<file path="config.mk">
export PLATFORM = sky130hd
export DESIGN_NAME = rtc_op_sequencer
export DESIGN_NICKNAME = d
export VERILOG_FILES = /design/src/rtl/rtc_seq_pkg.sv /design/src/rtl/rtc_epoch_conv.sv /design/src/rtl/rtc_pass_buffer.sv /design/src/rtl/rtc_step_plan.sv /design/src/rtl/rtc_op_sequencer.sv
export SDC_FILE = /design/constraint.sdc
export NUM_CORES = 1
export LEC_CHECK = 0
export ABC_AREA = 1
export ABC_CLOCK_PERIOD_IN_PS = 2300
export BUFFER_PORTS_ARGS = -buffer_cell sky130_fd_sc_hd__buf_2
export CAP_MARGIN = 10
export CORE_UTILIZATION = 59
export CTS_CLUSTER_DIAMETER = 50
export DETAILED_ROUTE_END_ITERATION = 8
export PLACE_DENSITY = 0.78
export SLEW_MARGIN = 20
export SYNTH_ARGS = -nofsm -noshare
export SYNTH_HDL_FRONTEND = slang
export SYNTH_HIERARCHICAL = 1
export SYNTH_SLANG_ARGS = --single-unit
</file>
<file path="constraint.sdc">
create_clock -name clk -period 2.3 [get_ports clk]
set_input_delay 0.23 -clock clk [delete_from_list [all_inputs] [get_ports clk]]
set_output_delay 0.23 -clock clk [all_outputs]
set_load 0.01 [all_outputs]
</file>
<file path="src/rtl/rtc_seq_pkg.sv">
package rtc_seq_pkg;

    typedef enum logic [1:0] {
        OP_GET_TIME  = 2'd0,
        OP_SET_TIME  = 2'd1,
        OP_RAM_READ  = 2'd2,
        OP_RAM_WRITE = 2'd3
    } op_e;

    typedef enum logic [2:0] {
        S_IDLE,
        S_LAUNCH,
        S_AWAIT,
        S_JUDGE,
        S_REPORT
    } state_e;

    localparam int RAM_AW  = 8;
    localparam int BYTE_W  = 8;
    localparam int REG_W   = 4;

    typedef struct packed {
        logic              write;
        logic              ext;
        logic [REG_W-1:0]  reg_sel;
        logic [RAM_AW-1:0] ram_addr;
        logic [BYTE_W-1:0] wdata;
    } txn_t;

    localparam logic [31:0]       EPOCH_GAP  = 32'd2082844800;
    localparam logic [REG_W-1:0]  REG_GUARD  = 4'd13;
    localparam logic [REG_W-1:0]  REG_EXT    = 4'd14;
    localparam logic [BYTE_W-1:0] GUARD_OPEN = 8'h55;
    localparam logic [BYTE_W-1:0] GUARD_SHUT = 8'hD5;

endpackage

</file>
<file path="src/rtl/rtc_epoch_conv.sv">
module rtc_epoch_conv
    import rtc_seq_pkg::*;
#(
    parameter int TIME_W = 32
) (
    input  logic [TIME_W-1:0] chip_in,
    input  logic [TIME_W-1:0] unix_in,
    output logic [TIME_W-1:0] unix_out,
    output logic [TIME_W-1:0] chip_out
);
    localparam logic [TIME_W-1:0] GAP = TIME_W'(EPOCH_GAP);

    // Both directions wrap modulo 2^TIME_W.
    assign unix_out = chip_in - GAP;
    assign chip_out = unix_in + GAP;
endmodule

</file>
<file path="src/rtl/rtc_pass_buffer.sv">
module rtc_pass_buffer #(
    parameter int W  = 32,
    parameter int BW = 8
) (
    input  logic          clk,
    input  logic          rst_n,
    input  logic          capture,
    input  logic [$clog2(W/BW)-1:0] lane,
    input  logic [BW-1:0] byte_in,
    input  logic          roll,
    output logic [W-1:0]  cur,
    output logic [W-1:0]  prev,
    output logic          match
);
    localparam int LANES = W / BW;
    localparam int LW    = $clog2(LANES);

    for (genvar g = 0; g < LANES; g++) begin : g_lane
        always_ff @(posedge clk or negedge rst_n) begin
            if (!rst_n) begin
                cur[g*BW +: BW] <= '0;
            end else if (capture && lane == LW'(g)) begin
                cur[g*BW +: BW] <= byte_in;
            end
        end
    end

    always_ff @(posedge clk or negedge rst_n) begin
        if (!rst_n) begin
            prev <= '0;
        end else if (roll) begin
            prev <= cur;
        end
    end

    assign match = (cur == prev);
endmodule

</file>
<file path="src/rtl/rtc_step_plan.sv">
module rtc_step_plan
    import rtc_seq_pkg::*;
#(
    parameter int TIME_W = 32,
    parameter int STEP_W = 3
) (
    input  op_e                op,
    input  logic [STEP_W-1:0]  step,
    input  logic [TIME_W-1:0]  chip_time,
    input  logic [RAM_AW-1:0]  ram_addr,
    input  logic [BYTE_W-1:0]  ram_data,
    output txn_t               txn,
    output logic               last
);
    localparam int LANES = TIME_W / BYTE_W;
    localparam int LW    = $clog2(LANES);
    localparam logic [STEP_W-1:0] SET_LAST = STEP_W'(LANES + 1);

    logic [LW-1:0] get_lane;
    logic [LW-1:0] set_lane;

    always_comb begin
        get_lane = LW'(step);
        set_lane = LW'(step - STEP_W'(1));
        txn      = '0;
        last     = 1'b0;
        unique case (op)
            OP_GET_TIME: begin
                txn.reg_sel = REG_W'(get_lane);
                last        = (step == STEP_W'(LANES - 1));
            end
            OP_SET_TIME: begin
                txn.write = 1'b1;
                if (step == '0) begin
                    txn.reg_sel = REG_GUARD;
                    txn.wdata   = GUARD_OPEN;
                end else if (step == SET_LAST) begin
                    txn.reg_sel = REG_GUARD;
                    txn.wdata   = GUARD_SHUT;
                    last        = 1'b1;
                end else begin
                    txn.reg_sel = REG_W'(set_lane);
                    txn.wdata   = chip_time[int'(set_lane)*BYTE_W +: BYTE_W];
                end
            end
            OP_RAM_READ: begin
                txn.ext      = 1'b1;
                txn.reg_sel  = REG_EXT;
                txn.ram_addr = ram_addr;
                last         = 1'b1;
            end
            OP_RAM_WRITE: begin
                txn.write = 1'b1;
                if (step == '0) begin
                    txn.reg_sel = REG_GUARD;
                    txn.wdata   = GUARD_OPEN;
                end else if (step == STEP_W'(1)) begin
                    txn.ext      = 1'b1;
                    txn.reg_sel  = REG_EXT;
                    txn.ram_addr = ram_addr;
                    txn.wdata    = ram_data;
                end else begin
                    txn.reg_sel = REG_GUARD;
                    txn.wdata   = GUARD_SHUT;
                    last        = 1'b1;
                end
            end
            default: last = 1'b1;
        endcase
    end
endmodule

</file>
<file path="src/rtl/rtc_op_sequencer.sv">
module rtc_op_sequencer
    import rtc_seq_pkg::*;
#(
    parameter int TIME_W      = 32,
    parameter int MAX_RETRIES = 10
) (
    input  logic              clk,
    input  logic              rst_n,
    input  logic              req_valid,
    input  logic [1:0]        req_op,
    input  logic [TIME_W-1:0] req_time,
    input  logic [7:0]        req_addr,
    input  logic [7:0]        req_wdata,
    output logic              busy,
    output logic              done,
    output logic [TIME_W-1:0] result,
    output logic              error,
    output logic              xact_start,
    output logic              xact_write,
    output logic              xact_ext,
    output logic [3:0]        xact_reg,
    output logic [7:0]        xact_addr,
    output logic [7:0]        xact_wdata,
    input  logic              xact_done,
    input  logic [7:0]        xact_rdata
);
    localparam int LANES  = TIME_W / BYTE_W;
    localparam int LW     = $clog2(LANES);
    localparam int STEP_W = $clog2(LANES + 2);
    localparam int PASS_W = $clog2(MAX_RETRIES + 1);

    state_e              state_q, state_d;
    op_e                 op_q;
    logic [TIME_W-1:0]   time_q;
    logic [RAM_AW-1:0]   addr_q;
    logic [BYTE_W-1:0]   data_q;
    logic [STEP_W-1:0]   step_q;
    logic [PASS_W-1:0]   passes_q;

    txn_t                txn;
    logic                step_last;
    logic [TIME_W-1:0]   chip_set, unix_get;
    logic [TIME_W-1:0]   pass_cur, pass_prev;
    logic                pass_match;
    logic                capture, roll;
    logic                judge_ok, judge_fail;

    rtc_epoch_conv #(.TIME_W(TIME_W)) i_conv (
        .chip_in  (pass_cur),
        .unix_in  (time_q),
        .unix_out (unix_get),
        .chip_out (chip_set)
    );

    rtc_step_plan #(.TIME_W(TIME_W), .STEP_W(STEP_W)) i_plan (
        .op        (op_q),
        .step      (step_q),
        .chip_time (chip_set),
        .ram_addr  (addr_q),
        .ram_data  (data_q),
        .txn       (txn),
        .last      (step_last)
    );

    rtc_pass_buffer #(.W(TIME_W), .BW(BYTE_W)) i_pass (
        .clk     (clk),
        .rst_n   (rst_n),
        .capture (capture),
        .lane    (LW'(step_q)),
        .byte_in (xact_rdata),
        .roll    (roll),
        .cur     (pass_cur),
        .prev    (pass_prev),
        .match   (pass_match)
    );

    assign judge_ok   = (passes_q != '0) && pass_match;
    assign judge_fail = !judge_ok && (passes_q == PASS_W'(MAX_RETRIES));
    assign capture    = (state_q == S_AWAIT) && xact_done && (op_q == OP_GET_TIME);
    assign roll       = (state_q == S_JUDGE) && !judge_ok && !judge_fail;

    // Next state
    always_comb begin
        state_d = state_q;
        unique case (state_q)
            S_IDLE:   if (req_valid) state_d = S_LAUNCH;
            S_LAUNCH: state_d = S_AWAIT;
            S_AWAIT: begin
                if (xact_done) begin
                    if (!step_last)                state_d = S_LAUNCH;
                    else if (op_q == OP_GET_TIME)  state_d = S_JUDGE;
                    else                           state_d = S_REPORT;
                end
            end
            S_JUDGE:  state_d = (judge_ok || judge_fail) ? S_REPORT : S_LAUNCH;
            S_REPORT: state_d = S_IDLE;
            default:  state_d = S_IDLE;
        endcase
    end

    // State register
    always_ff @(posedge clk or negedge rst_n) begin
        if (!rst_n) state_q <= S_IDLE;
        else        state_q <= state_d;
    end

    // Outputs
    always_comb begin
        busy       = (state_q != S_IDLE);
        done       = (state_q == S_REPORT);
        xact_start = (state_q == S_LAUNCH);
        xact_write = txn.write;
        xact_ext   = txn.ext;
        xact_reg   = txn.reg_sel;
        xact_addr  = txn.ram_addr;
        xact_wdata = txn.wdata;
    end

    // Operation context and results
    always_ff @(posedge clk or negedge rst_n) begin
        if (!rst_n) begin
            op_q     <= OP_GET_TIME;
            time_q   <= '0;
            addr_q   <= '0;
            data_q   <= '0;
            step_q   <= '0;
            passes_q <= '0;
            result   <= '0;
            error    <= 1'b0;
        end else begin
            unique case (state_q)
                S_IDLE: begin
                    if (req_valid) begin
                        op_q     <= op_e'(req_op);
                        time_q   <= req_time;
                        addr_q   <= req_addr;
                        data_q   <= req_wdata;
                        step_q   <= '0;
                        passes_q <= '0;
                    end
                end
                S_AWAIT: begin
                    if (xact_done) begin
                        if (!step_last) step_q <= step_q + STEP_W'(1);
                        if (op_q == OP_RAM_READ) begin
                            result <= TIME_W'(xact_rdata);
                            error  <= 1'b0;
                        end else if (step_last && op_q != OP_GET_TIME) begin
                            result <= '0;
                            error  <= 1'b0;
                        end
                    end
                end
                S_JUDGE: begin
                    if (judge_ok) begin
                        result <= unix_get;
                        error  <= 1'b0;
                    end else if (judge_fail) begin
                        result <= '0;
                        error  <= 1'b1;
                    end else begin
                        passes_q <= passes_q + PASS_W'(1);
                        step_q   <= '0;
                    end
                end
                default: ;
            endcase
        end
    end
endmodule

</file>
==> flow_summary.ini <==
[run_status]
status = finished, violations left
violations = setup timing

[drt]
top_layer = met4
drt_iter0_markers = 766
dr_wl_met3_um = 1530
route.detailed.drc = 0
wl_met1_um = 11100
routed_wl_um = 25200
antenna_left = 0
via_per_inst = 5.33
firstDrtPassIters = 7
wire_per_inst_um = 14.8
via_count = 9090
met2_length_um = 11900

[floorplanning]
die_y_um = 131
std_cell_rows = 46
coreArea_um2 = 16000
ios = 120
dieArea_um2 = 17100
die_x_um = 131
initial_core_util = 0.610

[layout]
nets = 1545
area_growth_pct = 20.6
final_layout_size_suffix_gt1_frac = 0.292
fill_cells = 1248
multiInputGateArea_um2 = 5170
final_common_cell = nand2_1
final_util = 0.735
ff_latch_area_um2 = 3940
layout_common_cells = nand2_1 (474), inv_1 (146), dfrtp_1 (146)

[worst_setup_path]
crit_path_start = time_q[12]
cp-start-kind = flop
crit_end = xact_wdata[3]
regToRegSetupSlack_ps = 140
r2r_start = i_pass/cur[29]
cp_data_required_time_ps = 2070
rr_worst_depth = 13
endpoint_kind = output pin
worstSetupPathType = reg -> out
crit_fanout = 4
r2r_end = i_pass/prev[28]
crit_arrival_ps = 2310

[cts]
clockBufferDepth = 2
cts_tree = built
h-tree-depth = 4
clock-sinks = 157
numCtsBuffers = 17
clk_latency_ps = 430
clockRootBuffer = clkbuf_16
clk_pin_slew_ps = 70

[synth]
avgSynthCellArea_um2 = 7.41
synth.yosys.seq_area_share = 0.403
synth_cells = 1318
netlist_area_um2 = 9760
synth_edf_count = 0
ys_types = 39
synth_ff_type = dfrtp_1
async_flop_share = 1.00
yosys_register_bits = 157
ys_warn_count = 6
synth_nets = 1389

[power_and_ir_drop]
combPwrFrac = 0.494
switching_share = 0.444
power_frac_seq = 0.314
switchingPower_w = 0.00628
power.internal_w = 0.00787
powerDensity_nw_per_um2 = 1200
p_total_w = 0.0142
power.static_leakage_nw = 6.12
peakVddDrop_v = 0.00139
p_clk_frac = 0.192

[global_routing]
overflow = 0
grt_pass1_wl_um = 39300
grtUsageTotal = 0.296
grt_max_degree = 63
antenna_found_initial = 1
grt_pass1_vias = 8262

[timing]
period_share = 1.10
slew_viol_final = 0
setup_viol = 8
post-route-min-period_ps = 2540
finalHoldViolCount = 0
fin_tns_setup_ps = -1520
final.setup.worst_slack_ps = -239
tightest_slew_ps = 563
max_slew_margin = 0.624
clock_skew_ps = 10.6
fmaxAchievable_mhz = 394
grt_setup_unrepaired = yes

[place]
place.gp.congestion = 0.900
dp_hpwl_um = 17000
io_buffer_count = 119

[hold_path]
hp-class = in -> reg

[flow_run]
cap_violations = 0
## cells in the mapped netlist, types with 11 or more instances
cell	instances	area, um^2
buf_2	15	75.1
buf_4	19	143
dfrtp_1	157	3930
inv_1	151	567
inv_2	14	52.6
mux2_2	45	507
nand2_1	495	1860
nand2_2	14	87.6
nand3_1	72	360
nand3_2	15	150
nand4_1	19	119
nor2_1	104	390
nor2_4	11	124
o21ai_0	42	210
o21ai_1	13	65.1
o21ai_2	28	245
xor2_1	28	245
## cell type report
type,instances,area share
diodes,1,0.000213
clock buffers,19,0.0385
clock inverters,13,0.0102
inverters,168,0.0559
multi-input cells,947,0.440
flip-flops and latches,157,0.335
well taps,216,0.0230
repair buffers,183,0.0974
## sequential cells by signal, summed over array words and instances, names as in the netlist
name and flops:
time_q 32, state_q 3, addr_q 8, i_pass/cur 32, step_q 3, i_pass/prev 32, data_q 8, result 32
error 1, op_q 2, passes_q 4
## repair_timing
action / in CTS / in global routing
resized for setup: 47 / 63
pin swaps: 30 / 30
endpoints found under the hold margin: 56 / 0
endpoints found under the setup margin: 8 / 48
hold buffers: 1 / 0
setup buffers: 20 / 8
## power by group through the flow
stage	combinational, W	clock [W]	sequential [W]
after global routing	0.00762	0.00289	0.00456
after floorplan	0.00433	0	0.00430
final	0.00699	0.00272	0.00444
after detailed placement	0.00580	0	0.00439
after CTS	0.00633	0.00278	0.00437
after global placement	0.00571	0	0.00435
## how the worst min path moves through the flow
stage / cells after the start / slack (ps) / end / startpoint
finish: 2 / 10 / addr_q[7] / req_addr[7]
global route: 2 / 8 / data_q[0] / req_wdata[0]
CTS: 2 / 4 / data_q[0] / req_wdata[0]
detailed placement: 1 / 250 / addr_q[0] / rst_n
global placement: 1 / 240 / addr_q[0] / rst_n
floorplan: 0 / -70 / addr_q[0] / rst_n
## cells by family (layout without fill, tap and decap cells)
kind of cell,after synthesis,in the layout,share of synthesized area
AOI/OAI and AO/OA,98,98,0.0627
and+or+nand+nor,756,756,0.335
DFF,157,157,0.403
buffers and inverters,214,383,0.0995
xor gates and xnor gates,33,33,0.0296
adders and majority gates,9,9,0.0115
muxes,51,51,0.0588
other,0,1,0
## routing by layer
metal / vias to the layer above / GRT usage
li1: 4412 / -
met4: 0 / 0.0967
met3: 77 / 0.0529
met1: 4260 / 0.397
met2: 341 / 0.486
met5: - / 0
## critical path: stages (launching register included)
cell	delay (ps)
dfrtp_1	460
inv_2	140
nand2_4	80
nand2_4	90
nor2_2	50
or2_1	250
nor2_2	110
xor2_1	200
nand2_1	110
nand3_2	100
nand3_2	70
o21ai_1	80
buf_2	140
## metrics by stage
stage / instance area, um^2 / hold WS [ps] / instances / setup slack (ps)
2_1_floorplan: 9760 / -65.6 / 1318 / 157
3_3_place_gp: 10600 / 237 / 1642 / 221
3_5_place_dp: 10600 / 246 / 1642 / 155
4_1_cts: 11500 / 3.90 / 1695 / -114
5_1_grt: 11800 / 7.66 / 1704 / -347
6_report: 11800 / 11.3 / 1704 / -239
Note: power is estimated with default switching activity, not from simulation.
